File: config.mk
export PLATFORM = sky130hd
export DESIGN_NAME = rtc_trim
export DESIGN_NICKNAME = d
export VERILOG_FILES = /design/src/rtl/rtc_trim.sv
export SDC_FILE = /design/constraint.sdc
export NUM_CORES = 1
export LEC_CHECK = 0
export BUFFER_PORTS_ARGS = -buffer_cell sky130_fd_sc_hd__buf_4
export CAP_MARGIN = 30
export CORE_MARGIN = 2
export CORE_UTILIZATION = 45
export DETAILED_ROUTE_END_ITERATION = 16
export PLACE_DENSITY_LB_ADDON = 0.3
export REMOVE_ABC_BUFFERS = 1
export SETUP_SLACK_MARGIN = 0.3
export SYNTH_ARGS = -nofsm -noshare
export SYNTH_HDL_FRONTEND = slang
export SYNTH_SLANG_ARGS = --single-unit
File: constraint.sdc
create_clock -name clk -period 6.85 [get_ports clk]
set_input_delay 1.37 -clock clk [delete_from_list [all_inputs] [get_ports clk]]
set_output_delay 1.37 -clock clk [all_outputs]
set_load 0.02 [all_outputs]
File: src/rtl/rtc_trim.sv
module rtc_trim #(
  parameter int CNT_W  = 32,
  parameter int DIV_W  = 16,
  parameter int ADDR_W = 5
) (
  input  logic              clk,
  input  logic              rst_n,
  input  logic              ref_tick,
  input  logic              wr_en,
  input  logic [ADDR_W-1:0] addr,
  input  logic [CNT_W-1:0]  wdata,
  output logic [CNT_W-1:0]  rdata,
  output logic              alarm_irq,
  output logic              tick_irq
);
  localparam logic [ADDR_W-1:0] OFS_MATCH = ADDR_W'(5'h00);
  localparam logic [ADDR_W-1:0] OFS_COUNT = ADDR_W'(5'h04);
  localparam logic [ADDR_W-1:0] OFS_TRIM  = ADDR_W'(5'h08);
  localparam logic [ADDR_W-1:0] OFS_STAT  = ADDR_W'(5'h10);

  logic [CNT_W-1:0] match_q, count_q, trim_q;
  logic [DIV_W-1:0] psc_q;
  logic             al_flag, hz_flag, al_en, hz_en;

  wire sel_match = wr_en && (addr == OFS_MATCH);
  wire sel_count = wr_en && (addr == OFS_COUNT);
  wire sel_trim  = wr_en && (addr == OFS_TRIM);
  wire sel_stat  = wr_en && (addr == OFS_STAT);

  wire [DIV_W-1:0] reload = trim_q[DIV_W-1:0];
  wire tick_ok = ref_tick && !sel_count && !sel_trim;
  wire advance = tick_ok && (psc_q == '0);
  wire hit     = al_en && (count_q == match_q);

  always_ff @(posedge clk) begin
    if (!rst_n) begin
      match_q <= '0;
      count_q <= '0;
      trim_q  <= '0;
      psc_q   <= '0;
      al_flag <= 1'b0;
      hz_flag <= 1'b0;
      al_en   <= 1'b0;
      hz_en   <= 1'b0;
    end else begin
      if (sel_match) match_q <= wdata;
      if (sel_trim) trim_q <= wdata;

      if (sel_count)    count_q <= wdata;
      else if (advance) count_q <= count_q + 1'b1;

      if (sel_trim)       psc_q <= wdata[DIV_W-1:0];
      else if (sel_count) psc_q <= reload;
      else if (tick_ok)   psc_q <= advance ? reload : psc_q - 1'b1;

      al_flag <= hit | (al_flag & ~(sel_stat & wdata[0]));
      hz_flag <= (advance & hz_en) | (hz_flag & ~(sel_stat & wdata[1]));

      if (sel_stat) begin
        al_en <= wdata[2];
        hz_en <= wdata[3];
      end
    end
  end

  always_comb begin
    unique case (addr)
      OFS_MATCH: rdata = match_q;
      OFS_COUNT: rdata = count_q;
      OFS_TRIM:  rdata = trim_q;
      OFS_STAT:  rdata = CNT_W'({hz_en, al_en, hz_flag, al_flag});
      default:   rdata = '0;
    endcase
  end

  assign alarm_irq = al_flag;
  assign tick_irq  = hz_flag;

  a_r2_count_step: assert property (@(posedge clk) disable iff (!rst_n)
    (count_q != $past(count_q)) |-> ($past(sel_count) || count_q == $past(count_q) + 1'b1));

  a_r2_psc_in_range: assert property (@(posedge clk) disable iff (!rst_n)
    psc_q <= reload);

  a_r7_tick_cause: assert property (@(posedge clk) disable iff (!rst_n)
    $rose(hz_flag) |-> $past(hz_en && ref_tick));

  a_r8_alarm_cause: assert property (@(posedge clk) disable iff (!rst_n)
    $rose(al_flag) |-> $past(hit));

  a_r6_alarm_clear: assert property (@(posedge clk) disable iff (!rst_n)
    (sel_stat && wdata[0] && !hit) |=> !alarm_irq);

  a_r10_tick_dropped: assert property (@(posedge clk) disable iff (!rst_n)
    (sel_trim && !sel_count) |=> (count_q == $past(count_q)));
endmodule

After elaboration in Yosys (flattened, before gate mapping)
Index checks and enable logic that the tools add are counted.
Widths: inputs -> output; s select.
- bits in registers: 116
- input port bits: 41
- output and inout port bits: 34
- logic and storage cells: 44
- $add $sub $neg: 2
- equal/unequal tests: 4
- mux-type cells: 7
- bitwise gates (word level): 9
- reduce and logical (&&, ||, !) cells: 14
- operators by type and width (cell ; number):
    $pmux 32 s4 ; 1
    $mux 16 ; 4
    $mux 32 ; 2
    $add 32x1->32 const B ; 1
    $eq 32x32->1 ; 1
    $logic_not 16->1 ; 1
    $sub 16x1->16 const B ; 1
    $logic_and 1x1->1 ; 8
    $and 1x1->1 ; 5
    $eq 5x3->1 const B ; 1
    $eq 5x4->1 const B ; 1
    $eq 5x5->1 const B ; 1
    $logic_not 5->1 ; 1
    $reduce_bool 3->1 ; 1
    $logic_not 1->1 ; 2
    $not 1->1 ; 2
    $or 1x1->1 ; 2
    $reduce_bool 2->1 ; 1

Longest topological paths before layout
Gate-level depths: netlist of run 1.
- depth after elaboration: 10
- gate-level depth with buffers: 10
- mapped depth without buffers: 8

Worst setup path before layout of run 1
Ideal clock, no wire load.
- path kind: input to output
- start: input addr[4]
- end: output rdata[10]
- data arrival time: 2.841 ns
- data required time: 5.480 ns
- slack: 2.639 ns
- cell stages on the path: 6
- path buffers: 2
- cells stage by stage: or3_1 nor2_1 clkbuf_1 clkbuf_1 a222oi_1 inv_1
- cells in the longest elaborated chain, start to end: 2
- elaborated cells on any way between the ends: 5
- those cells by class: eq/ne (3); mux (1); reduce/logical (1)
- RTL lines (element ; RTL line ; text):
    from (decl) ; 10 ; input logic [ADDR_W-1:0] addr,
    $eq 5x5->1, or another cell as far along ; 67 ; unique case (addr)
    $pmux 32 s4 * ; 67 ;
    to (decl) ; 12 ; output logic [CNT_W-1:0] rdata,
Every way passes the cells marked *; elsewhere a longest branch is shown, timed or not.

Final worst setup path of run 1
- start: input addr[4]
- end: output rdata[15]
Same word-level chain as after synthesis.

==> results.sh, run 1 <==
export IMPL_avgSynthCellArea_um2=7.652
export IMPL_final_min_clock_period_ps=4398
export IMPL_cp_startpoint="addr[4]"
export IMPL_crit_path_top_delay_cell="or3_1"
export IMPL_synth_edf_count=0
export IMPL_drc=0
export IMPL_reg2reg_from="psc_q[0]$_SDFFE_PN0P_"
export IMPL_ios=75
export IMPL_status="finished clean"
export IMPL_tns_ps=0
export IMPL_dieArea_um2=14360
export IMPL_synthToLayoutAreaGrowth_pct=21.76
export IMPL_clk_path_buf_depth=2
export IMPL_worst_setup_path_start_kind="input port"
export IMPL_path_max_fanout=18
export IMPL_first_pass_iters=7
export IMPL_routedWlPerCell_um=18.00
export IMPL_holdBufCountCts=0
export IMPL_netlist_instances=789
export IMPL_cp_required_ps=5480
export IMPL_ir_worst_vdd_mv=0.1555
export IMPL_pwr_share_seq=0.375
export IMPL_core_area_um2=13190
export IMPL_gr_total_overflow=0
export IMPL_finalCritPeriodShare=0.6421
export IMPL_grt_max_degree=77
export IMPL_end_kind="primary output"
export IMPL_worstHoldStart="trim_q[21]$_SDFFE_PN0P_"
export IMPL_drv_cap=0
export IMPL_ant_nets=0
export IMPL_post_cts_setup_buffers=0
export IMPL_powerDensity_nw_per_um2=259.6
export IMPL_gp_congestion=0.8872
export IMPL_cts_reportedPaths_clkPinSlew_ps=50
export IMPL_syn_area_um2=6037
export IMPL_async_flop_share=0
export IMPL_rows=42
export IMPL_dp_hpwl_um=12110
export IMPL_critPathArrivalTime_ps=3030
export IMPL_grt_pass1_vias=5549
export IMPL_finalSetupViolations=0
export IMPL_skew_ps=5.064
export IMPL_critical_path_class="input port to primary output"
export IMPL_p_leak_nw=2.717
export IMPL_final_common_cell="nand2_1"
export IMPL_cp_cell_sequence="buf_4 -> or3_1 -> nor3_2 -> buf_6 -> buf_4 -> a222oi_1 -> inv_1 -> buf_4"
export IMPL_avgViaCountPerCell=5.920
export IMPL_synth_ff_type="dfxtp_1"
export IMPL_antenna_found_initial=0
export IMPL_use_met3=0.04990
export IMPL_die_h_um=119.8
export IMPL_p_sw_uw=453.8
export IMPL_clock_root_buffer="clkbuf_16"
export IMPL_power_clock_fraction=0.531
export IMPL_max_freq_mhz=227.4
export IMPL_cp_slowest_stage_delay_ps=440
export IMPL_p_sw_frac=0.2378
export IMPL_busiest_layer="met2"
export IMPL_crit_family="buffers and inverters"
export IMPL_drt_wl_total_um=18360
export IMPL_worst_pin_slew_ps=873.7
export IMPL_vias=6038
export IMPL_slew_viol_final=0
export IMPL_cts_sinks=116
export IMPL_cts_tree="built"
export IMPL_num_nets_final=874
export IMPL_p_comb_frac=0.094
export IMPL_grt_use_total=0.2628
export IMPL_yosysWarningCount=0
export IMPL_hold_class="flip-flop to flip-flop"
export IMPL_critPathMostFrequentCell="buf_4"
export IMPL_htreeDepth=4
export IMPL_grt_first_pass_wirelength_um=29790
export IMPL_ys_seq_elements=116
export IMPL_synth_seq_area_share=0.3847
export IMPL_diodes=0
export IMPL_rsz0062_at_grt="false"
export IMPL_setup_ws_ps=2452
export IMPL_final_layout_size_suffix_gt1_frac=0.1540
export IMPL_ys_types=56
export IMPL_finalHoldViolations=0
export IMPL_grtUsageMet2=0.4082
export IMPL_final_cell_mix="nand2_1 (153), dfxtp_1 (116), a21oi_1 (104)"
export IMPL_cts_buffers=17
export IMPL_post_cts_resized=0
export IMPL_place_ws_ps=2491
export IMPL_worstSkewPairLatency_ps=420
export IMPL_portBuffers=74
export IMPL_die_x_um=119.8
export IMPL_initial_utilization=0.4577
export IMPL_cp_buffers_inverters=5
export IMPL_met1_usage=0.3706
export IMPL_drt_initial_drc_count=804
export IMPL_cell_internal_pwr_mw=1.455
export IMPL_slew_limit_headroom=0.4143
[kinds of logic (layout without fill, tap and decap cells)]
group           count (synthesis)  count (layout)  share of synthesized area
fa+ha+maj                       2               2                   0.004144
compound gates                233             233                     0.2448
simple gates                  278             278                     0.2139
flops                         116             116                     0.3847
xor+xnor                       62              62                    0.08995
buf+inv                        98             153                    0.06259
[synth_stat cells (2+ instances only)]
library cell  count  area share
nor3_1           18       0.015
or4_1             3      0.0037
dfxtp_1         116        0.38
or2_2             2      0.0021
ha_1              2      0.0041
a221o_1           4      0.0066
a311oi_1          2      0.0029
and3_1            2      0.0021
o41ai_1           3      0.0044
nand2b_1          2      0.0021
nand4_1          23       0.024
a21oi_1         104       0.086
nand2_1         153       0.095
nor2_1           27       0.017
buf_1             4      0.0025
xor2_1           19       0.028
nor3b_1           2      0.0025
o31ai_1           2      0.0025
buf_2             2      0.0017
a222oi_1         30       0.050
a211o_1           2      0.0029
o221ai_1          2      0.0029
inv_1            36       0.022
clkbuf_1         55       0.034
o22ai_1           3      0.0031
or3_1             5      0.0052
nor4_1            6      0.0062
a31oi_1          12       0.012
a22oi_1           4      0.0050
o31a_1            2      0.0029
and4_1            4      0.0058
o21ai_0          45       0.037
nand3_1          23       0.019
a211oi_1          3      0.0037
xnor2_1          43       0.062
a22o_1            4      0.0058
[worst register-to-register path, stage by stage, from the launching register on]
cell and delay, ps:
dfxtp_1 350, inv_1 70, ha_1 180, nor3b_1 520, nand2_1 410, nor3_2 820, nor2_1 300, a211o_1 330
a31oi_1 160
[power groups by stage]
stage                     clock (mW)  sequential (mW)  combinational (mW)
after floorplan                    0            0.723               0.111
after global placement             0            0.729               0.175
after detailed placement           0            0.729               0.176
after CTS                       1.01            0.715               0.178
after global routing            1.05            0.718               0.199
final                           1.01            0.716               0.180
[registers in the layout, indices dropped and copies added (netlist names)]
register / cells
al_en: 1
alarm_irq: 1
count_q: 32
hz_en: 1
match_q: 32
psc_q: 16
tick_irq: 1
trim_q: 32
[worst paths after layout]
check                                                to  slack [ps]  depth (start not counted)
worst min register to register  trim_q[21]$_SDFFE_PN0P_         450                          2
worst max-delay path                          rdata[15]        2450                          8
worst min-delay path            trim_q[21]$_SDFFE_PN0P_         450                          2
worst max register to register    psc_q[2]$_SDFFE_PN0P_        3650                          8
[routing by layer]
layer	routed length, um	vias up
met4	301	0
met1	8224	2846
met5	0	-
met3	1335	23
li1	-	2915
met2	8498	254
[area by class of cell]
cell class / instances / area [um^2]
Clock inverter: 14 / 232.7
Fill cell: 1267 / 5839
Clock buffer: 18 / 439.2
Inverter: 36 / 135.1
Tap cell: 176 / 220.2
Timing Repair Buffer: 85 / 641.9
Sequential cell: 116 / 2322
Multi-Input combinational cell: 575 / 3359
[per-stage QoR]
stage	total power, mW	cell area [um^2]	util	cells	hold WS, ps
finish	1.908	7351	0.5573	1020	454.9
global route	1.964	7351	0.5573	1020	473.1
floorplan	0.8339	5794	-	727	435.7
global placement	0.9039	6668	0.5055	987	444.6
detailed placement	0.9049	6679	0.5064	988	445.9
CTS	1.907	7351	0.5573	1020	453.2
No activity file was read; power rests on OpenSTA's default activity.
==> run 2: changes to the inputs <==
- clock period: 6.85 -> 4.5 ns (I/O delays scaled with it)
==> results.sh, run 2 (synthesis results as in run 1) <==
export IMPL_cts_reportedPaths_clkPinSlew_ps=50
export IMPL_wl_met3_um=1553
export IMPL_num_nets_final=877
export IMPL_holdBufCountCts=0
export IMPL_powerDensity_nw_per_um2=368.2
export IMPL_die_x_um=119.8
export IMPL_status="finished clean"
export IMPL_finalSetupViolations=0
export IMPL_cts_buffers=17
export IMPL_die_h_um=119.8
export IMPL_ant_nets=0
export IMPL_drv_cap=0
export IMPL_rows=42
export IMPL_path_max_fanout=34
export IMPL_drt_initial_drc_count=755
export IMPL_gr_total_overflow=0
export IMPL_antenna_found_initial=0
export IMPL_cts_tree="built"
export IMPL_clk_path_buf_depth=2
export IMPL_critPathArrivalTime_ps=2440
export IMPL_ir_worst_vdd_mv=0.2629
export IMPL_fill_cells=1253
export IMPL_reg_top3="count_q: 32 flops, match_q: 32 flops, trim_q: 32 flops"
export IMPL_skew_ps=9.335
export IMPL_critical_path_class="input port to primary output"
export IMPL_final_min_clock_period_ps=3338
export IMPL_met2WireLength_um=8322
export IMPL_drc=0
export IMPL_drt_wl_total_um=18710
export IMPL_first_pass_iters=6
export IMPL_setup_ws_ps=1162
export IMPL_vias=6109
export IMPL_dp_hpwl_um=12470
export IMPL_final_layout_size_suffix_gt1_frac=0.1501
export IMPL_portBuffers=74
export IMPL_top_layer="met4"
export IMPL_grt_use_total=0.2626
export IMPL_slew_viol_final=0
export IMPL_finalHoldViolations=0
export IMPL_htreeDepth=4
export IMPL_wl_met1_um=8353
export IMPL_finalCritPeriodShare=0.7418
export IMPL_worst_setup_path_start_kind="input port"
export IMPL_diodes=0
export IMPL_synthToLayoutAreaGrowth_pct=20.41
export IMPL_power_mw=2.677
export IMPL_worstSkewPairLatency_ps=420
export IMPL_end_kind="primary output"
export IMPL_cp_required_ps=3600
export IMPL_slew_limit_headroom=0.4547
export IMPL_p_leak_nw=2.704
export IMPL_routedWlPerCell_um=18.31
export IMPL_clock_root_buffer="clkbuf_16"
export IMPL_core_area_um2=13190
export IMPL_avgViaCountPerCell=5.977
export IMPL_dieArea_um2=14360
export IMPL_post_cts_setup_buffers=0
export IMPL_rsz0062_at_grt="false"
export IMPL_grt_pass1_vias=5352
export IMPL_grt_first_pass_wirelength_um=29460
export IMPL_post_cts_resized=0
export IMPL_ios=75
export IMPL_worst_pin_slew_ps=811.7
export IMPL_whs_ps=452.7
export IMPL_max_freq_mhz=299.6
export IMPL_hold_class="flip-flop to flip-flop"
export IMPL_cts_sinks=116
export IMPL_final_cell_mix="nand2_1 (153), dfxtp_1 (116), a21oi_1 (104)"
export IMPL_tns_ps=0
export IMPL_gp_congestion=0.9165
export IMPL_grt_max_degree=64
export IMPL_initial_utilization=0.4577
export IMPL_final_common_cell="nand2_1"
export IMPL_place_ws_ps=1118
[run 2: final cells by class]
cell class	instances	area (um^2)	share of cell area
multi-input combinational	575	3354	0.4614
sequential	116	2322	0.3194
timing repair buffer	88	660.6	0.09088
clock buffer	28	536.8	0.07384
tap	176	220.2	0.03029
inverter	36	135.1	0.01859
clock inverter	3	40.04	0.005508
[run 2: worst paths after layout]
kind / startpoint / endpoint / slack [ps] / cells past startpoint
setup / recovery: addr[4] / rdata[10] / 1160 / 7
hold / removal: trim_q[31]$_SDFFE_PN0P_ / trim_q[31]$_SDFFE_PN0P_ / 450 / 2
setup reg to reg: psc_q[0]$_SDFFE_PN0P_ / count_q[19]$_SDFFE_PN0P_ / 1500 / 8
hold reg to reg: trim_q[31]$_SDFFE_PN0P_ / trim_q[31]$_SDFFE_PN0P_ / 450 / 2
[run 2: per-stage QoR]
step	util	cell area, um^2	cells
after global placement	0.5074	6693	991
after detailed placement	0.5074	6693	991
final	0.5511	7269	1022
after floorplan	-	5794	727
after CTS	0.5511	7269	1022
after global routing	0.5511	7269	1022
[run 2: critical path: stages]
cell and delay [ps]:
buf_4 110, or3_1 430, nor3_2 120, buf_4 400, a222oi_1 230, inv_1 90, buf_4 140
[run 2: report_power, final]
group | leakage, nW | internal, mW | switching (mW)
Combinational | 1.48 | 0.113 | 0.164
Sequential | 0.938 | 1.06 | 0.0347
Clock | 0.286 | 0.857 | 0.453
[run 2: per-layer routing]
layer | GRT usage | up-vias
li1 | - | 2926
met1 | 0.3726 | 2848
met2 | 0.3921 | 295
met3 | 0.04610 | 40
met4 | 0.1110 | 0
met5 | 0 | -
==> run 3: changes to the inputs <==
- clock period: 4.5 -> 2.8 ns (I/O delays scaled with it)
==> results.sh, run 3 (synthesis results as in run 1) <==
export IMPL_ios=75
export IMPL_dp_hpwl_um=13340
export IMPL_final_min_clock_period_ps=2623
export IMPL_clk_path_buf_depth=2
export IMPL_hold_class="input port to flip-flop"
export IMPL_grt_use_total=0.2825
export IMPL_critPathArrivalTime_ps=2930
export IMPL_grt_first_pass_wirelength_um=31530
export IMPL_initial_utilization=0.4577
export IMPL_rows=42
export IMPL_ant_nets=0
export IMPL_path_max_fanout=8
export IMPL_setup_ws_ps=176.5
export IMPL_tns_ps=0
export IMPL_final_common_cell="nand2_1"
export IMPL_portBuffers=74
export IMPL_drt_wl_total_um=21010
export IMPL_finalHoldViolations=0
export IMPL_dieArea_um2=14360
export IMPL_die_h_um=119.8
export IMPL_finalSetupViolations=0
export IMPL_drv_cap=0
export IMPL_cp_cell_sequence="or4b_4 -> or4_4 -> buf_6 -> or3_4 -> buf_12 -> o41ai_2 -> o31a_1 -> o31ai_1"
export IMPL_cts_reportedPaths_clkPinSlew_ps=50
export IMPL_worst_pin_slew_ps=652.2
export IMPL_cp_slowest_stage_delay_ps=540
export IMPL_avgViaCountPerCell=6.075
export IMPL_cts_sinks=116
export IMPL_grt_max_degree=43
export IMPL_final_cell_mix="nand2_1 (153), dfxtp_1 (115), a21oi_1 (104)"
export IMPL_htreeDepth=4
export IMPL_status="finished clean"
export IMPL_worst_setup_path_start_kind="flip-flop"
export IMPL_first_pass_iters=8
export IMPL_regToRegSetupSlack_ps=180
export IMPL_max_freq_mhz=381.2
export IMPL_place_ws_ps=-180.1
export IMPL_antenna_found_initial=0
export IMPL_vias=6482
export IMPL_grt_pass1_vias=5786
export IMPL_drc=0
export IMPL_drt_initial_drc_count=858
export IMPL_crit_path_top_delay_cell="or4b_4"
export IMPL_core_area_um2=13190
export IMPL_slew_viol_final=0
export IMPL_cts_tree="built"
export IMPL_synthToLayoutAreaGrowth_pct=32.79
export IMPL_final_layout_size_suffix_gt1_frac=0.2099
export IMPL_gp_congestion=0.9406
export IMPL_reg_top3="count_q: 32 flops, match_q: 32 flops, trim_q: 32 flops"
export IMPL_powerDensity_nw_per_um2=537.5
export IMPL_ir_worst_vdd_mv=0.4186
export IMPL_power_mw=4.309
export IMPL_num_nets_final=923
export IMPL_slew_limit_headroom=0.5626
export IMPL_critical_path_class="flip-flop to flip-flop"
export IMPL_cp_required_ps=3110
export IMPL_gr_total_overflow=0
export IMPL_worstSkewPairLatency_ps=420
export IMPL_p_leak_nw=3.060
export IMPL_routedWlPerCell_um=19.69
export IMPL_clock_root_buffer="clkbuf_16"
export IMPL_end_kind="flip-flop"
export IMPL_cts_buffers=17
export IMPL_rsz0062_at_grt="true"
export IMPL_whs_ps=399.5
export IMPL_diodes=0
export IMPL_finalCritPeriodShare=0.9370
export IMPL_skew_ps=10.64
export IMPL_die_x_um=119.8
## run 3: critical path, delay by kind of cell (launching register included)
family / cells / cell delay [ps]
and+or+nand+nor: 3 / 1390
AOI/OAI and AO/OA: 3 / 500
DFF: 1 / 320
buffers and inverters: 2 / 290
## run 3: stage by stage
stage          cells    util  cell area (um^2)
3_5_place_dp    1018  0.5287              6974
6_report        1067  0.6078              8016
4_1_cts         1053  0.5822              7680
2_1_floorplan    727       -              5794
5_1_grt         1067  0.6078              8016
3_3_place_gp    1017  0.5279              6963
## run 3: worst paths after layout
kind,from,depth (start not counted),to
max,psc_q[15]$_SDFFE_PN0P_,8,count_q[19]$_SDFFE_PN0P_
min reg2reg,trim_q[24]$_SDFFE_PN0P_,2,trim_q[24]$_SDFFE_PN0P_
max reg2reg,psc_q[15]$_SDFFE_PN0P_,8,count_q[19]$_SDFFE_PN0P_
min,wdata[29],3,match_q[29]$_SDFFE_PN0P_
## run 3: area by class of cell
| class | count | area, um^2 |
|---|---|---|
| Tap cell | 176 | 220.2 |
| Sequential cell | 116 | 2323 |
| Inverter | 36 | 135.1 |
| Fill cell | 1189 | 5174 |
| Clock buffer | 26 | 509.2 |
| Multi-Input combinational cell | 575 | 3488 |
| Clock inverter | 4 | 22.52 |
| Timing Repair Buffer | 134 | 1318 |
## run 3: per-layer routing
metal,global-route usage,vias up,share of wire
met3,0.06654,56,0.098
met5,0,-,0
met1,0.3778,3051,0.41
met2,0.4368,349,0.45
met4,0.1199,0,0.035
li1,-,3026,-
## run 3: power by group
group	switching [mW]	internal, mW
combinational	0.317	0.281
clock	0.737	1.23
sequential	0.0471	1.70
## run 3: timing repair
item,in CTS,in global routing
endpoints found under the hold margin,0,0
setup buffers,3,10
pin swaps,9,25
hold buffers,0,0
setup endpoints to repair,37,55
cloned,2,4
gates resized for setup,18,45
